[src/rtl/irq_arb_pkg.sv]
package irq_arb_pkg;

    localparam int NUM_SRC  = 8;
    localparam int NUM_MSK  = 6;
    localparam int MSK_BASE = 2;
    localparam int ID_W     = $clog2(NUM_SRC);
    localparam int VEC_W    = 16;
    localparam int STAT_W   = 16;

    typedef enum logic [ID_W-1:0] {
        SRC_RST  = 3'd0,
        SRC_SWI  = 3'd1,
        SRC_PIN  = 3'd2,
        SRC_TCH0 = 3'd3,
        SRC_TCH1 = 3'd4,
        SRC_TOVF = 3'd5,
        SRC_KBD  = 3'd6,
        SRC_ADC  = 3'd7
    } src_e;

    typedef enum logic [1:0] {
        ST_BOOT  = 2'd0,
        ST_IDLE  = 2'd1,
        ST_OFFER = 2'd2
    } arb_state_e;

    function automatic logic [VEC_W-1:0] vector_of(input logic [ID_W-1:0] id);
        logic [VEC_W-1:0] v;
        unique case (id)
            SRC_RST:  v = 16'hFFFE;
            SRC_SWI:  v = 16'hFFFC;
            SRC_PIN:  v = 16'hFFFA;
            SRC_TCH0: v = 16'hFFF6;
            SRC_TCH1: v = 16'hFFF4;
            SRC_TOVF: v = 16'hFFF2;
            SRC_KBD:  v = 16'hFFE0;
            default:  v = 16'hFFDE;
        endcase
        return v;
    endfunction

    // Status-word bit for maskable source index m (decoded by software).
    function automatic int status_pos(input int m);
        int p;
        case (m)
            0:       p = 1;
            1:       p = 3;
            2:       p = 4;
            3:       p = 5;
            4:       p = 14;
            default: p = 15;
        endcase
        return p;
    endfunction

endpackage

[src/rtl/irq_flag_bank.sv]
module irq_flag_bank
    import irq_arb_pkg::*;
#(
    parameter int N = NUM_MSK,
    parameter int W = STAT_W
) (
    input  logic         clk,
    input  logic         rst_n,
    input  logic [N-1:0] set_i,
    input  logic [N-1:0] clr_i,
    output logic [N-1:0] flag_o,
    output logic [W-1:0] status_o
);

    logic [N-1:0] flag_q;

    for (genvar k = 0; k < N; k++) begin : g_flag
        always_ff @(posedge clk or negedge rst_n) begin
            if (!rst_n) begin
                flag_q[k] <= 1'b0;
            end else if (set_i[k]) begin
                flag_q[k] <= 1'b1;
            end else if (clr_i[k]) begin
                flag_q[k] <= 1'b0;
            end
        end

        // a set pulse is seen in the flag one cycle later
        p_set_lands_r10 : assert property (@(posedge clk) disable iff (!rst_n)
            set_i[k] |=> flag_o[k]);
        // a lone clear pulse empties the flag one cycle later
        p_clr_lands_r10 : assert property (@(posedge clk) disable iff (!rst_n)
            (clr_i[k] && !set_i[k]) |=> !flag_o[k]);
    end

    always_comb begin
        status_o = '0;
        for (int m = 0; m < N; m++) begin
            status_o[status_pos(m)] = flag_q[m];
        end
    end

    assign flag_o = flag_q;

endmodule

[src/rtl/irq_prio_pick.sv]
module irq_prio_pick #(
    parameter int N   = 8,
    parameter int IDW = $clog2(N)
) (
    input  logic [N-1:0]   req_i,
    output logic           found_o,
    output logic [IDW-1:0] idx_o
);

    // Lowest index wins: scan downward so the last hit is the smallest.
    always_comb begin
        found_o = 1'b0;
        idx_o   = '0;
        for (int i = N - 1; i >= 0; i--) begin
            if (req_i[i]) begin
                found_o = 1'b1;
                idx_o   = IDW'(i);
            end
        end
    end

endmodule

[src/rtl/irq_vector_arb.sv]
module irq_vector_arb
    import irq_arb_pkg::*;
(
    input  logic              clk,
    input  logic              rst_n,
    input  logic [NUM_MSK-1:0] src_set,
    input  logic [NUM_MSK-1:0] src_clr,
    input  logic [NUM_MSK-1:0] src_en,
    input  logic              i_mask,
    input  logic              swi_req,
    input  logic              boundary_strobe,
    input  logic              cpu_ack,
    output logic              int_req,
    output logic [VEC_W-1:0]  vec_addr,
    output logic [ID_W-1:0]   src_id,
    output logic              stack_pc,
    output logic [STAT_W-1:0] isr_status
);

    logic [NUM_MSK-1:0] flag;
    logic [NUM_SRC-1:0] elig;
    logic               win_found;
    logic [ID_W-1:0]    win_idx;
    arb_state_e         state;
    logic [ID_W-1:0]    held_id;

    irq_flag_bank #(.N(NUM_MSK), .W(STAT_W)) u_flags (
        .clk      (clk),
        .rst_n    (rst_n),
        .set_i    (src_set),
        .clr_i    (src_clr),
        .flag_o   (flag),
        .status_o (isr_status)
    );

    // Eligibility: reset is never requestable here, SWI ignores the mask.
    assign elig[SRC_RST] = 1'b0;
    assign elig[SRC_SWI] = swi_req;
    for (genvar m = 0; m < NUM_MSK; m++) begin : g_elig
        assign elig[MSK_BASE+m] = flag[m] & src_en[m] & ~i_mask;
    end

    irq_prio_pick #(.N(NUM_SRC), .IDW(ID_W)) u_pick (
        .req_i   (elig),
        .found_o (win_found),
        .idx_o   (win_idx)
    );

    // State register and captured winner.
    always_ff @(posedge clk or negedge rst_n) begin
        if (!rst_n) begin
            state   <= ST_BOOT;
            held_id <= SRC_RST;
        end else begin
            unique case (state)
                ST_BOOT: state <= ST_IDLE;                      // boot_done
                ST_IDLE: begin
                    if (boundary_strobe && win_found) begin     // grant
                        state   <= ST_OFFER;
                        held_id <= win_idx;
                    end
                end
                ST_OFFER: begin
                    if (cpu_ack) state <= ST_IDLE;              // acked
                end
                default: state <= ST_IDLE;
            endcase
        end
    end

    // Outputs from state.
    always_comb begin
        int_req  = 1'b0;
        vec_addr = vector_of(SRC_RST);
        src_id   = SRC_RST;
        stack_pc = 1'b0;
        unique case (state)
            ST_BOOT, ST_IDLE: ;
            ST_OFFER: begin
                int_req  = 1'b1;
                vec_addr = vector_of(held_id);
                src_id   = held_id;
                stack_pc = (held_id == SRC_SWI);
            end
            default: ;
        endcase
    end

    // an offer only appears after a strobe
    p_offer_after_strobe_r8 : assert property (@(posedge clk) disable iff (!rst_n)
        $rose(int_req) |-> $past(boundary_strobe));
    // unacknowledged offer stays fixed
    p_offer_stable_r8 : assert property (@(posedge clk) disable iff (!rst_n)
        (int_req && !cpu_ack) |=> (int_req && $stable(vec_addr) && $stable(src_id)));
    // under the global mask only the software interrupt can be granted
    p_mask_blocks_r3 : assert property (@(posedge clk) disable iff (!rst_n)
        ($rose(int_req) && $past(i_mask)) |-> (src_id == SRC_SWI));
    // return-address select follows the software vector
    p_stack_sel_r4 : assert property (@(posedge clk) disable iff (!rst_n)
        int_req |-> (stack_pc == (vec_addr == 16'hFFFC)));
    // acknowledge ends the offer
    p_ack_ends_r8 : assert property (@(posedge clk) disable iff (!rst_n)
        (int_req && cpu_ack) |=> !int_req);

endmodule

[config.mk]
export PLATFORM = sky130hd
export DESIGN_NAME = irq_vector_arb
export DESIGN_NICKNAME = d
export VERILOG_FILES = /design/src/rtl/irq_arb_pkg.sv /design/src/rtl/irq_flag_bank.sv /design/src/rtl/irq_prio_pick.sv /design/src/rtl/irq_vector_arb.sv
export SDC_FILE = /design/constraint.sdc
export NUM_CORES = 1
export LEC_CHECK = 0
export BUFFER_PORTS_ARGS = -buffer_cell sky130_fd_sc_hd__buf_2
export CORE_UTILIZATION = 40
export DETAILED_ROUTE_END_ITERATION = 10
export GPL_TIMING_DRIVEN = 0
export PLACE_DENSITY = 0.79
export SLEW_MARGIN = 20
export SYNTH_ARGS = -nofsm -noshare
export SYNTH_HDL_FRONTEND = slang
export SYNTH_HIERARCHICAL = 1
export SYNTH_SLANG_ARGS = --single-unit
[constraint.sdc]
create_clock -name clk -period 2 [get_ports clk]
set_input_delay 0.2 -clock clk [delete_from_list [all_inputs] [get_ports clk]]
set_output_delay 0.2 -clock clk [all_outputs]
set_load 0.05 [all_outputs]
# Word level (Yosys, flattened, before mapping)
# Index checks and enable logic that the tools add are counted.
# W data, S select, Z words.
# word_totals
ff_bits	11
in_bits	24
output_inout_bits	37
word_cells	75
# op_classes
n_eq_ne	10
mux	34
bitwise	13
n_reduce_logical	10
# op_table
operator	n
$pmux W6 S7	1
$mux W3	8
$mux W1	21
$and A1 B1 Y1	12
$reduce_bool A2 Y1	6
$eq A3 B3 Y1 const B	3
$eq A3 B2 Y1 const B	2
$mux W6	1
$mux W2	2
$ne A2 B2 Y1 const B	2
$pmux W2 S2	1
$reduce_and A2 Y1	2
$eq A3 B1 Y1 const B	1
$logic_not A3 Y1	1
$eq A2 B1 Y1 const B	1
$eq A2 B2 Y1 const B	1
$logic_and A1 B1 Y1	1
$not A1 Y1	1

# Longest topological paths before layout
# Gate-level depths: netlist of run 1.
# depth
ltp_word	12
mapped_depth	6
depth_no_buf	6

# Hierarchy
# Netlist of run 1, hierarchy kept.
# by_module_without_submodules
module	n_inst	cells_each	area_each_um2	seq_area_each_um2
irq_vector_arb	1	53	436.7	125.1
irq_flag_bank	1	35	341.6	150.1
irq_prio_pick	1	13	80.1	0.0

# Worst setup path after synthesis of run 1
# Ideal clock, no wire load.
# synth_path
path_kind	register -> output
startpoint	register held_id[0]
endpoint	output vec_addr[2]
arrival_ns	1.686
required_ns	1.800
path_slack_ns	0.114
stages_incl_launch_ff	3
path_buffers	0
path_cell_list	dfrtp_1 > and3b_1 > o21ai_0
# synth_between
elab_chain_cells	3
word_cells_on_any_way	9
cone_classes	eq/ne (6); mux (2); reduce/logical (1)
# synth_rtl
item	line_no	source
from (decl)	irq_vector_arb.sv:25	logic [ID_W-1:0] held_id;
from (signal assigned)	irq_vector_arb.sv:60	held_id <= win_idx;
$eq A3 B3 Y1, or another cell as far along	irq_arb_pkg.sv:29	unique case (id)
$pmux W6 S7 *	irq_arb_pkg.sv:29	
$mux W6 *	irq_vector_arb.sv:77	unique case (state)
to (decl)	irq_vector_arb.sv:14	output logic [VEC_W-1:0] vec_addr,
# Every way passes the cells marked *; elsewhere a longest branch is shown, timed or not.

# Worst setup path in the final report of run 1
# layout_path
startpoint	register u_flags.flag_q[3] (netlist: u_flags/flag_o[3])
endpoint	register held_id[0]
# layout_between
elab_chain_cells	9
word_cells_on_any_way	14
cone_classes	mux (10); bitwise (2); reduce/logical (2)
# layout_rtl
item	line_no	source
from (decl)	irq_flag_bank.sv:15	logic [N-1:0] flag_q;
from (signal, indexed assignment)	irq_flag_bank.sv:20	flag_q[k] <= 1'b0;
from (signal, indexed assignment)	irq_flag_bank.sv:22	flag_q[k] <= 1'b1;
from (signal, indexed assignment)	irq_flag_bank.sv:24	flag_q[k] <= 1'b0;
$and A1 B1 Y1 (2 in series)	irq_vector_arb.sv:40	assign elig[MSK_BASE+m] = flag[m] & src_en[m] & ~i_mask;
named net elig[5]	irq_vector_arb.sv:21	logic [NUM_SRC-1:0] elig;
$mux W1 (5 in series)	irq_prio_pick.sv:15	if (req_i[i]) begin
named net win_found	irq_vector_arb.sv:22	logic win_found;
$logic_and A1 B1 Y1	irq_vector_arb.sv:58	if (boundary_strobe && win_found) begin
$reduce_and A2 Y1 (no line)	n/a	
# The timed path passes the listed nets, and every way through them passes these cells.
# A chain may end at the register's enable or synchronous reset.

==> metrics.md, run 1 <==
| Metric | Value |
|---|---|
| Outcome | `finished, final reports clean` |
| Max Clk Rate | `roughly 0.61 GHz` |
| Antenna Violating Nets Remaining | `0` |
| GPL Wtd Cong | `0.7728` |
| Top Layer Used | `met3` |
| Clock Root Buffer | `clkbuf_4` |
| Synth area leaders | `dfrtp_1 32%, buf_4 24%, a21o_1 5.2%` |
| Max VDD drop | `539.9 µV` |
| H-Tree Depth | `1` |
| Share of synthesized area spent on multiplexers | `3.936%` |
| Synth cell types | `26` |
| Worst Min Path Start | `src_set[0]` |
| Final setup fails | `0` |
| Iteration count of the initial detailed-routing pass | `5` |
| Critical path origin | `u_flags/flag_o[3]$_DFFE_PN0P_` |
| Cell area after synthesis | `858.3 µm²` |
| Tot GR Track Use | `between 10% and 20%` |
| Layout cells sized above 1 | `between 40% and 50%` |
| Drt drc | `0` |
| Post-Synthesis Cells | `approximately 100` |
| Area share of the largest cell type after synthesis | `32.07%` |
| Clock transition at path regs | `70 ps` |
| Post-CTS setup buffers | `0` |
| Register bit total from synthesis | `11` |
| DP HPWL | `1340 µm` |
| Setup crit end kind | `register` |
| RSZ-0062 raised after global routing | `no` |
| Cts bufs inserted | `3` |
| Initial antenna violation count | `0` |
| Placed inst area | `1170 µm²` |
| Die area | `roughly 2300 µm²` |
| Final setup TNS | `0 ps` |
| Hold Crit Class | `input pin to register` |
| Max-slew violations | `0` |
| Synth Area in Adders | `0%` |
| Vias per cell | `3.959` |
| Vias in the first global route | `676` |
| Global-route wire length before repair | `between 2000 and 3000 µm` |
| Core area | `just under 2000 µm²` |
| Post-DR wirelength/cell | `8.129 µm` |
| Crit Path Max Fanout | `5` |
| Final hold vios | `0` |
| Worst flop-to-flop path startpoint | `u_flags/flag_o[3]$_DFFE_PN0P_` |
| Commonest non-fill, non-tap cell in the layout | `buf_2` |
| CP arrival | `1780 ps` |
| Compound-cell area share of the yosys netlist | `13.27%` |
| DR iter-0 viols | `5` |
| Largest family of logic cells by synthesized area | `buffers and inverters` |
| Row count | `16` |
| Area grow syn2layout | `40.53%` |
| Clock Skew | `~3.4 ps` |
| Fin crit share | `81.76%` |
| Clk_lat worst skew | `260 ps` |
| Max Cap Viol | `0` |
| Nets | `192` |
| Die outline height | `48.32 µm` |
| DIE WIDTH | `48.32 µm` |
| CTS tree | `yes` |
| Syn avg cell area | `8.498 µm²` |
| XOR/XNOR share of the synthesized area | `0%` |
| Routed metal-1 wire length | `647 µm` |
| Metal2 WL | `791 µm` |
| IO Pins | `61` |
| # clock sinks | `11` |
| CTS Buffer Depth | `2` |
| YS warnings | `6` |
| Port Buf Inserts | `39` |
| Final instance area | `1206 µm²` |
| Yosys top cell by area | `dfrtp_1` |
| CTS resizes | `0` |
| Sequential fraction of the synthesis area | `about a third` |
| Minimum clock period | `1635 ps` |
| Leak Pwr | `0.6951 nW` |
| Power per cell area | `662.4 nW/µm²` |
| Met3 wire length | `138 µm` |
| Largest net degree at the start of global routing | `12` |
| Post-Synth Simple-Gate Area | `around 22%` |
| Worst EP required | `2150 ps` |
| Initial core utilization | `43.31%` |
| Final core utilization | `60.86%` |
| CP Launch Type | `register` |
| Vias | `about 770` |
| Setup CP Type | `register to register` |
| Final wirelength | `1577 µm` |
| Most frequent cells in the layout | `39 x buf_2, 27 x buf_4, 25 x conb_1` |
| GRT overflow | `0` |
| Ant diodes | `0` |
per-stage QoR:
stage / hold WS [ps] / worst slack [ps] / cells / power [W]
2_1_floorplan: -95.59 / 113.6 / 123 / 0.0005849
3_3_place_gp: 74.70 / 369.3 / 189 / 0.0006427
3_5_place_dp: 86.01 / 373.9 / 189 / 0.0006533
4_1_cts: 99.54 / 341.8 / 194 / 0.0008083
5_1_grt: 100.0 / 223.0 / 194 / 0.0008494
6_report: 109.3 / 364.8 / 194 / 0.0007990
cells in the mapped netlist:
library cell and n:
buf_4 27, dfrtp_1 11, nor2_1 8, inv_1 7
nand2_1 7, a21o_1 6, o21ai_0 5, and2_1 4
nor2b_1 4, conb_1 3, mux2_1 3, and3b_1 2
a211oi_1 1, a21boi_0 1, a21oi_1 1, inv_2 1
nand2b_1 1, nand3_1 1, nand4_1 1, nand4b_4 1
nor3b_1 1, nor4_1 1, nor4_2 1, o21a_1 1
o21bai_1 1, o41ai_1 1
report_power, final:
group / total (W) / switching, W / internal [W]
clock: 0.000149 / 0.0000725 / 0.0000770
combinational: 0.000348 / 0.000223 / 0.000125
sequential: 0.000301 / 0.0000442 / 0.000257
total: 0.000799 / 0.000340 / 0.000459
worst paths after layout:
kind	endpoint	slack, ps	cells past startpoint
min in group asynchronous	state[0]$_DFFE_PN0P_	340	2
setup reg to reg	held_id[0]$_DFFE_PN0P_	360	6
setup / recovery	held_id[0]$_DFFE_PN0P_	360	6
max in group asynchronous	held_id[2]$_DFFE_PN0P_	1450	2
hold / removal	u_flags/flag_o[0]$_DFFE_PN0P_	110	2
hold reg to reg	u_flags/flag_o[1]$_DFFE_PN0P_	510	1
final cells by class:
class,count,area [µm²]
tap,27,33.78
fill,183,775.7
timing repair buffer,40,205.2
sequential,11,275.3
clock buffer,4,26.28
multi-input combinational,77,432.9
inverter,8,30.03
buffer,27,202.7
flip-flops by register name, summed over array words and instances, names as in the netlist:
register	flops
held_id	3
u_flags/flag_o	6
state	2
critical path: stages (launching register included):
cell	delay, ps
dfrtp_1	400
nand2_1	80
nor2_1	60
nor4_1	350
nand2_1	150
nand4b_4	150
mux2_1	330
cells by family (layout without fill, tap and decap cells):
family / after synthesis / in the layout
other cells: 3 / 25
compound gates: 17 / 17
mux: 3 / 3
simple gates: 32 / 32
buf+inv: 35 / 79
flops: 11 / 11
routing by layer:
| metal | up-vias | GRT usage (%) |
|---|---|---|
| met5 | - | 0 |
| met4 | 0 | 5.882 |
| met3 | 0 | 1.572 |
| met2 | 43 | 27.00 |
| met1 | 315 | 16.57 |
| li1 | 410 | - |
timing repair:
action / 4_1_cts / 5_1_grt
endpoints found under the hold margin: 11 / 0
hold buffers: 1 / 0
setup endpoints to repair: 0 / 0
No activity file was read; power rests on OpenSTA's default activity.
==> inputs of run 2 (changes only) <==
Settings changed: ABC_AREA set to 1, CORE_UTILIZATION 40 to 37, PLACE_DENSITY 0.79 to 0.75.
Clock period 2 ns to 1.5 ns, I/O delays scaled along.
==> metrics.md, run 2 <==
| Metric | Value |
|---|---|
| Final hold vios | `0` |
| Row count | `17` |
| Clock Skew | `1.909 ps` |
| Core area | `2276 µm²` |
| Die area | `2664 µm²` |
| Compound-cell area share of the yosys netlist | `~3.3%` |
| Met1 usage | `between 10% and 20%` |
| Minimum clock period | `about 1400 ps` |
| Nets | `229` |
| Clk_lat worst skew | `around 260 ps` |
| Post-Synth Simple-Gate Area | `31.46%` |
| Syn avg cell area | `between 6 and 7 µm²` |
| Max Cap Viol | `0` |
| Crit path cell chain | `inv_2 > nor2_1 > o21ai_2 > clkbuf_4` |
| Commonest non-fill, non-tap cell in the layout | `buf_2` |
| Power per cell area | `about 860 nW/µm²` |
| Leak Pwr | `about 0.81 nW` |
| Met2 Use GR | `22.94%` |
| Final wirelength | `around 1700 µm` |
| Synth Area in Adders | `0%` |
| CP Launch Type | `register` |
| Synth area leaders | `dfrtp_1 30%, buf_4 22%, nand2_1 16%` |
| Slowest cell on crit path | `dfrtp_1` |
| Sequential fraction of the synthesis area | `30.22%` |
| Setup crit end kind | `primary output` |
| Ys flop type | `dfrtp_1` |
| Clock Root Buffer | `clkbuf_4` |
| CP arrival | `1260 ps` |
| Vias per cell | `3.797` |
| Cell area after synthesis | `910.9 µm²` |
| Ant diodes | `0` |
| Setup CP Type | `register to primary output` |
| Iteration count of the initial detailed-routing pass | `4` |
| Final setup fails | `0` |
| Worst EP required | `1350 ps` |
| Placed inst area | `1221 µm²` |
| Layout cells sized above 1 | `41.18%` |
| Max-slew violations | `0` |
| Final worst slack | `around 85 ps` |
| Most frequent cells in the layout | `38 x buf_2, 36 x nand2_1, 27 x buf_4` |
| Port Buf Inserts | `39` |
| Cts bufs inserted | `3` |
| Critical path origin | `held_id[2]$_DFFE_PN0P_` |
| GPL Wtd Cong | `0.6839` |
| Max reg flops | `6` |
| Vias | `881` |
| CTS tree | `yes` |
| Tot GR Track Use | `13.10%` |
| Max VDD drop | `approximately 510 µV` |
| XOR/XNOR share of the synthesized area | `0%` |
| Most common cell in the netlist | `nand2_1` |
| # clock sinks | `11` |
| Antenna Violating Nets Remaining | `0` |
| Worst flop-to-flop path startpoint | `u_flags/flag_o[5]$_DFFE_PN0P_` |
| Reg area | `between 200 and 300 µm²` |
| Grt peak-use layer | `met2` |
| Register bit total from synthesis | `11` |
| Worst slack, placed | `approximately 120 ps` |
| IO Pins | `between 60 and 70` |
| DP HPWL | `1354 µm` |
| Number of fill cells in the layout | `242` |
| Largest family of logic cells by synthesized area | `buffers and inverters` |
| Vias in the first global route | `728` |
| DIE WIDTH | `~52 µm` |
| Share of synthesized area spent on multiplexers | `0%` |
| GRT overflow | `0` |
| DR iter-0 viols | `4` |
| Global-route wire length before repair | `around 2700 µm` |
| Die outline height | `51.62 µm` |
| Post-DR wirelength/cell | `roughly 7.1 µm` |
| Post-synth EDFFs | `0` |
| H-Tree Depth | `1` |
| Commonest cells in the netlist | `38 x nand2_1, 27 x buf_4, 23 x inv_1` |
| Met3 Use GR | `2.632%` |
| Clock transition at path regs | `70 ps` |
| Area share of the largest cell type after synthesis | `30.22%` |
| Area of the multi-input gates | `417.9 µm²` |
| YS warnings | `6` |
| Area grow syn2layout | `39.42%` |
| Crit Path Max Fanout | `5` |
| Initial antenna violation count | `0` |
| Outcome | `finished, final reports clean` |
| Yosys top cell by area | `dfrtp_1` |
| Max Clk Rate | `0.7068 GHz` |
| Worst path max stage delay | `420 ps` |
| Worst Min Path Start | `src_set[4]` |
| Post-CTS setup buffers | `0` |
| Post-Synthesis Cells | `140` |
| Initial core utilization | `40.02%` |
| Drt drc | `0` |
| Final instance area | `about 1300 µm²` |
| CTS Buffer Depth | `2` |
| Fin crit share | `94.32%` |
| RSZ-0062 raised after global routing | `yes` |
| Largest net degree at the start of global routing | `12` |
| Hold Crit Class | `input pin to register` |
| Post-synth ARST share | `100.0%` |
| Synth cell types | `19` |
-- run 2: kinds of logic after synthesis --
logic type             after synthesis
other                                3
AND/OR/NAND/NOR                     66
flip-flops                          11
AO/OA/AOI/OAI                        5
buffers and inverters               55
-- run 2: routing by layer --
metal / wire (µm) / up-vias
met5: 0 / -
met4: 4 / 0
met3: 118 / 2
met2: 823 / 32
met1: 709 / 359
li1: - / 488
-- run 2: through the flow --
step | TNS (ps) | hold slack [ps] | total power [W] | utilization [%] | cells
CTS | 0 | 50.64 | 0.001089 | 55.25 | 232
global route | -19.58 | 57.95 | 0.001171 | 55.80 | 232
floorplan | 0 | -145.6 | 0.0007940 | - | 160
global placement | 0 | 33.54 | 0.0008748 | 53.66 | 227
finish | 0 | 61.05 | 0.001094 | 55.80 | 232
detailed placement | 0 | 38.53 | 0.0008814 | 53.66 | 227
-- run 2: report_power, final --
group | internal [W] | total (W) | switching, W
clock | 0.000103 | 0.000201 | 0.0000978
sequential | 0.000340 | 0.000380 | 0.0000404
combinational | 0.000155 | 0.000513 | 0.000358
-- run 2: repair_timing --
item                                   CTS  global route
resized for setup                        0             3
setup endpoints to repair                0             7
endpoints found under the hold margin   11             0
hold buffers                             1             0
-- run 2: area by class of cell --
cell class | instances | share of cell area [%]
Multi-Input combinational cell | 94 | 32.91
Clock buffer | 4 | 2.069
Buffer | 27 | 15.96
Timing Repair Buffer | 40 | 16.35
Inverter | 28 | 8.276
Sequential cell | 11 | 21.67
Tap cell | 28 | 2.759
-- run 2: worst paths after layout --
kind,to,slack [ps],cells past startpoint
setup / recovery,vec_addr[1],90,4
hold / removal,u_flags/flag_o[4]$_DFFE_PN0P_,60,3
setup reg to reg,state[0]$_DFFE_PN0P_,130,10
hold reg to reg,u_flags/flag_o[4]$_DFFE_PN0P_,490,2
max in group asynchronous,state[0]$_DFFE_PN0P_,1000,2
min in group asynchronous,u_flags/flag_o[2]$_DFFE_PN0P_,290,2
-- run 2: critical path, delay by kind of cell, from the launching register on --
kind            cells  cell delay, ps
compound gates      1              90
flops               1             420
buf+inv             2             290
simple gates        1             190
